`config.mk`:
```
export PLATFORM = sky130hd
export DESIGN_NAME = trace_word_unpacker
export DESIGN_NICKNAME = d
export VERILOG_FILES = /design/src/rtl/trace_word_unpacker.sv
export SDC_FILE = /design/constraint.sdc
export NUM_CORES = 1
export LEC_CHECK = 0
export BUFFER_PORTS_ARGS = -buffer_cell sky130_fd_sc_hd__buf_2
export CORE_ASPECT_RATIO = 0.8
export CORE_MARGIN = 2
export CORE_UTILIZATION = 45
export CTS_BUF_LIST = sky130_fd_sc_hd__clkbuf_8
export DETAILED_ROUTE_END_ITERATION = 7
export GPL_TIMING_DRIVEN = 0
export PLACE_DENSITY = 0.72
export SYNTH_ARGS = -nofsm -noshare
export SYNTH_HDL_FRONTEND = slang
export SYNTH_SLANG_ARGS = --single-unit
export TNS_END_PERCENT = 5
```
`constraint.sdc`:
```
create_clock -name clk -period 4.53 [get_ports clk]
set_input_delay 1.359 -clock clk [delete_from_list [all_inputs] [get_ports clk]]
set_output_delay 1.359 -clock clk [all_outputs]
set_load 0.005 [all_outputs]
```
`src/rtl/trace_word_unpacker.sv`:
```
`timescale 1ns/1ps
module trace_word_unpacker #(
  parameter logic [2:0] TRIG_CODE = 3'b110,
  parameter int WORD_W = 32,
  parameter int PKT_W = 16
) (
  input  logic              clk,
  input  logic              rst_n,
  input  logic [1:0]        port_mode,
  input  logic              in_valid,
  output logic              in_ready,
  input  logic [WORD_W-1:0] in_word,
  output logic              out_valid,
  input  logic              out_ready,
  output logic [2:0]        out_status,
  output logic [PKT_W-1:0]  out_packet,
  output logic              out_sync,
  output logic              out_trigger
);

  logic [WORD_W-1:0] word_q;
  logic [1:0]        mode_q;
  logic [1:0]        idx_q;
  logic              full_q;
  logic [1:0]        n_ent;
  logic              last;
  logic              take_in, take_out;
  logic [2:0]        raw_st;
  logic [PKT_W-1:0]  raw_pk;
  logic              raw_sy;

  assign n_ent    = (mode_q == 2'b00) ? 2'd3 : (mode_q == 2'b01) ? 2'd2 : 2'd1;
  assign last     = (idx_q == n_ent - 2'd1);
  assign out_valid = full_q;
  assign in_ready = !full_q || (out_ready && last);
  assign take_in  = in_valid && in_ready;
  assign take_out = full_q && out_ready;

  always_ff @(posedge clk) begin
    if (!rst_n) begin
      full_q <= 1'b0;
      idx_q  <= '0;
      mode_q <= '0;
      word_q <= '0;
    end else if (take_in) begin
      full_q <= 1'b1;
      idx_q  <= '0;
      mode_q <= port_mode;
      word_q <= in_word;
    end else if (take_out) begin
      if (last) full_q <= 1'b0;
      else      idx_q  <= idx_q + 2'd1;
    end
  end

  always_comb begin
    raw_st = '0;
    raw_pk = '0;
    raw_sy = 1'b0;
    case (mode_q)
      2'b00: begin
        case (idx_q)
          2'd0: begin
            raw_st = word_q[2:0];
            raw_pk[3:0] = word_q[6:3];
            raw_sy = word_q[7];
          end
          2'd1: begin
            raw_st[0] = word_q[8];
            raw_pk[3:0] = word_q[14:11];
            raw_sy = word_q[15];
          end
          default: begin
            raw_st[0] = word_q[16];
            raw_pk[3:0] = word_q[22:19];
            raw_sy = word_q[23];
          end
        endcase
      end
      2'b01: begin
        if (idx_q == 2'd0) begin
          raw_st = word_q[2:0];
          raw_pk[7:0] = word_q[10:3];
          raw_sy = word_q[11];
        end else begin
          raw_st = word_q[14:12];
          raw_pk[7:0] = word_q[22:15];
          raw_sy = word_q[23];
        end
      end
      default: begin
        raw_st = word_q[2:0];
        raw_pk = word_q[18:3];
        raw_sy = word_q[19];
      end
    endcase
  end

  assign out_trigger = (raw_st == TRIG_CODE);
  assign out_status  = out_trigger ? raw_pk[2:0] : raw_st;
  assign out_packet  = raw_pk;
  assign out_sync    = raw_sy;

  a_r6_hold_stable: assert property (@(posedge clk) disable iff (!rst_n)
    (out_valid && !out_ready) |=> (out_valid && $stable(out_status) && $stable(out_packet)
                                   && $stable(out_sync) && $stable(out_trigger)));

  a_r4_index_steps: assert property (@(posedge clk) disable iff (!rst_n)
    (take_out && !last && !in_valid) |=> (full_q && idx_q == $past(idx_q) + 2'd1));

  a_r8_mode_held: assert property (@(posedge clk) disable iff (!rst_n)
    (full_q && !take_in) |=> $stable(mode_q));

  a_r7_no_early_accept: assert property (@(posedge clk) disable iff (!rst_n)
    (out_valid && !out_ready) |-> !in_ready);

  a_r3_index_bound: assert property (@(posedge clk) disable iff (!rst_n)
    full_q |-> (idx_q < n_ent));

  a_r9_empty_after_reset: assert property (@(posedge clk)
    $past(!rst_n) |-> !out_valid);

endmodule

```
-- Word level (Yosys, flattened, before mapping)
Index checks and enable logic that the tools add are counted.
W data, S select, Z words.
- register bits: 29
- memory bits (read-only): 0
- word-level logic and storage cells: 43
- memories: 0
- bits in latches: 0
- memory bits (writable): 0
- input port bits: 38
- shifts and indexed selects: 0
- order comparisons: 0
- reduce and logical (&&, ||, !) cells: 13
- multiplexer cells: 18
- divide/modulo/power cells: 0
- multipliers: 0
- equality and inequality tests: 4
- bitwise gates (word level): 2
- add/sub/neg operators: 2
- operator list (cell ; count):
    $pmux W4 S2 ; 3
    $mux W8 ; 2
    $mux W2 ; 3
    $mux W3 ; 2
    $pmux W1 S2 ; 3
    $pmux W3 S2 ; 1
    $eq A2 B1 Y1 const B ; 2
    $logic_not A2 Y1 ; 2
    $mux W1 ; 4
    $reduce_and A2 Y1 ; 2
    $reduce_bool A2 Y1 ; 2
    $reduce_or A2 Y1 ; 2
    $eq A3 B3 Y1 const B ; 1
    $logic_and A1 B1 Y1 ; 3
    $add A2 B1 Y2 const B ; 1
    $eq A2 B2 Y1 ; 1
    $not A1 Y1 ; 2
    $sub A2 B1 Y2 const B ; 1
    $logic_not A1 Y1 ; 1
    $logic_or A1 B1 Y1 ; 1

-- Longest topological paths before layout
- depth in word-level cells: 10
- gate-level depth with buffers: 7
- mapped depth without buffers: 6

-- Worst setup path before layout
OpenSTA, ideal clock, no wires.
- path type: reg-to-output
- start point: register idx_q[0]
- end point: output out_status[2]
- arrival time: 1.907 ns
- slack: 1.264 ns
- stages on the path, launching flop included: 8
- cells stage by stage: dfxtp_1 > inv_1 > ha_1 > clkbuf_1 > or3b_2 > a211oi_1 > a21oi_1 > a41oi_1
- cells in the longest elaborated chain, start to end: 5
- ends and longest elaborated chain (what ; line ; source):
    start: declaration ; 23 ; logic [1:0] idx_q;
    start signal: assignment ; 52 ; else idx_q <= idx_q + 2'd1;
    $eq A2 B1 Y1 / $logic_not A2 Y1 (equally long branches) ; 62, 81 ;
    $pmux W1 S2, or another cell as far along ; 62 ; case (idx_q)
    $pmux W3 S2 ; 60 ; case (mode_q)
    $eq A3 B3 Y1 ; 99 ; assign out_trigger = (raw_st == TRIG_CODE);
    $mux W3 (*) ; 100 ; assign out_status = out_trigger ? raw_pk[2:0] : raw_st;
    end: declaration ; 15 ; output logic [2:0] out_status,
Mark *: on every way between the ends. The rest lies on a longest branch, timed or not.

-- Worst setup path after layout
Ends and elaborated chain as after synthesis.

==> out/results.txt <==
Worst R2R Start: idx_q[1]$_SDFFE_PP0P_
Final nets: 335
Mapped Nets: 277
Placed cells: 344
Core ar.: 4100 um2
Cell area after layout: 2310 um2
CTS buffer count: 5
Family with the most delay on the worst path: compound AO/OA/AOI/OAI gates
Reg power frac: 42.8%
Layout Skew: 1.63 ps
Area occupied by multi-input gates: 1150 um2
I/O pin count: 61
CTS HTree Levels: 2
GR Overflow Total: 0
Yosys cell types: 45
RR Endpoint: word_q[8]$_SDFFE_PN0P_
Sw power: 197 uW
FF-to-FF path depth: 6
Via density: 5.20
First-pass GRT wire length: 8220 um
Post-layout util: 56.4%
Worst Hold Class: flip-flop to flip-flop
Worst IR drop on VDD: 0.164 mV
Final setup fails: 0
Ys flop type: dfxtp_1
Iter 0 DRT Violations: 109
Post-synth EDFFs: 0
Max-cap violations: 0
Clock buffer depth: 2
N_diodes: 0
WP data required: 3170 ps
Period utilization: 87.9%
Final Hold Viols: 0
Status: finished clean
Die height: 61.9 um
Routed len/inst: 14.2 um
FF/Latch Area: 581 um2
# rows: 21
Gr usage total: 22.5%
Slew @ Worst Pin: 528 ps
Area Growth Syn to Fin: 22.7%
Initial core utilization: 46.0%
Internal power: 483 uW
Vias in the first global route: 1657
Die ar.: 4720 um2
Clk root buf: clkbuf_8
Post-synth ARST share: 0%
Sequential fraction of the synthesis area: 30.8%
Worst slew margin: 64.8%
Crit Path Class: flip-flop to primary output
Sink Count: 29
Filler cell count: 393
Worst Hold Launch: word_q[5]$_SDFFE_PN0P_
FMAX: 251 MHz
CTS Hold Bufs: 0
Antenna violations before repair: 0
Largest net degree at the start of global routing: 11
Mean area per synthesized cell: 7.98 um2
IO Port Bufs: 51
Final Slew Violations: 0
Layout cell share with drive strength beyond 1: 23.7%
Setup Fix Bufs, Post-CTS: 0
Drt drc: 0
Crit path launch type: flip-flop
Buf+Inv Stages, Crit Path: 3
Routed WL: 5010 um
Clock Latency Late Sink: 280 ps
CP peak stage delay: 500 ps
CP Cell Sequence: inv_1, ha_1, clkbuf_1, or3b_2, a211oi_1, a21oi_1, a41oi_1, buf_2
Clk pin slew, worst setup/hold paths: 60 ps
Die W: 76.3 um
Hold path depth: 2
Antenna Nets Post-Route: 0
Cts repair resizes: 0
Clock share of power: 35.1%
Non-Filler Instances: 352
Slack of the worst reg-to-reg path: 2740 ps
GPL Wtd Cong: 0.922
Critical path's slowest cell: or3b_2
Switching portion of total power: 29.0%
CP max FO: 10
Hold EP: word_q[5]$_SDFFE_PN0P_
Routed via count: 1832
Combinational share of power: 22.1%
Syn Std Cell Area: 1880 um2
Leak pwr: 0.00103 uW
RSZ-0062 raised after global routing: false
Syn. warnings: 0
Detailed placement HPWL: 3700 um
CTS tree: built
Min cycle time layout: 3980 ps
Final setup TNS: 0 ps
Setup crit end kind: primary output
#FFs+latches synth: 29
CP Data Arrival Time: 2620 ps
Power Dens Cells: 294 nW/um2
Post-Syn Instances: 236
Placed cell areas: 2210 um2
DR pass1 iterations: 5
==> synth_stat cells, drive strengths merged (2+ instances only) <==
master	n	area, um2
nor2	3	11.3
or3b	3	26.3
a211oi	2	15.0
nand3b	2	15.0
or4	2	15.0
nor3	2	10.0
o32ai	2	17.5
dfxtp	29	581
o31ai	2	15.0
buf	5	76.3
o21ai	12	60.1
mux2i	27	270
o31a	4	35.0
a22o	4	35.0
nor2b	6	37.5
and2	12	75.1
nand2b	2	12.5
clkbuf	13	48.8
a221oi	2	23.8
inv	7	26.3
nand2	67	251
a21oi	5	28.8
nor3b	4	30.0
ha	3	37.5
a31oi	2	12.5
==> tightest hold or removal path: cells and delay by family, from the launching register on <==
| family | cells | cell delay (ps) |
|---|---|---|
| AND/OR/NAND/NOR | 1 | 50 |
| multiplexers | 1 | 50 |
| flip-flops | 1 | 310 |
==> flip-flops by register name (all words and copies together) (netlist names) <==
name / count
out_valid: 1
idx_q: 2
word_q: 24
mode_q: 2
==> how the worst max path moves through the flow <==
stage	start	to	cells after the start
2_1_floorplan	idx_q[0]$_SDFFE_PP0P_	out_status[2]	7
3_3_place_gp	idx_q[0]$_SDFFE_PP0P_	out_status[2]	8
3_5_place_dp	idx_q[0]$_SDFFE_PP0P_	out_status[2]	8
4_1_cts	idx_q[0]$_SDFFE_PP0P_	out_status[2]	8
5_1_grt	idx_q[0]$_SDFFE_PP0P_	out_status[2]	8
6_report	idx_q[0]$_SDFFE_PP0P_	out_status[2]	8
==> power by group through the flow <==
| stage | logic (uW) | clock network (uW) | registers (uW) |
|---|---|---|---|
| after CTS | 150 | 245 | 290 |
| after detailed placement | 149 | 0 | 296 |
| after floorplan | 105 | 0 | 289 |
| final | 150 | 239 | 291 |
| after global routing | 167 | 257 | 292 |
| after global placement | 147 | 0 | 295 |
==> metrics by stage <==
step	setup WS (ps)	hold WS (ps)	power, uW
floorplan	1260	431	394
global placement	906	446	443
detailed placement	876	447	446
CTS	561	459	685
global route	398	478	716
finish	550	458	680
==> routing by layer <==
metal  global-route usage [%]  routed length [um]  up-vias
met5                        0                   0        -
met4                     7.79                  40        0
met3                     6.21                 323        4
met2                     34.8                2090       60
met1                     30.9                2560      840
li1                         -                   -      928
==> cells in the final DEF (no fill, tap or decap), types with 2 or more instances in the layout <==
cell / Yosys / routed
a211oi_1: 2 / 2
a21oi_1: 4 / 4
a22o_1: 4 / 4
a31oi_1: 2 / 2
and2_1: 11 / 11
buf_12: 3 / 3
buf_2: 1 / 52
clkbuf_1: 13 / 13
clkbuf_8: 0 / 7
dfxtp_1: 29 / 29
ha_1: 3 / 3
inv_1: 7 / 7
mux2i_1: 27 / 27
nand2_1: 67 / 67
nand2b_1: 2 / 2
nand3b_1: 2 / 2
nor2_1: 3 / 3
nor2b_1: 6 / 6
nor3_1: 2 / 2
nor3b_1: 4 / 4
o21ai_0: 12 / 12
o31a_1: 4 / 4
o31ai_1: 2 / 2
o32ai_1: 2 / 2
or3b_2: 2 / 2
or4_1: 2 / 2
==> cell families after synthesis <==
logic type | synth area share (%)
simple gates | 26.7
flops | 30.8
buf+inv | 8.03
mux | 14.9
fa+ha+maj | 1.99
compound gates | 17.5
==> layout make-up <==
| class | count | share of cell area [%] |
|---|---|---|
| multi-input combinational | 182 | 49.8 |
| sequential | 29 | 25.1 |
| timing repair buffer | 51 | 11.0 |
| buffer | 18 | 5.41 |
| clock buffer | 7 | 4.17 |
| tap | 57 | 3.08 |
| inverter | 7 | 1.14 |
| clock inverter | 1 | 0.216 |
Power figures use the tool's default switching activity.
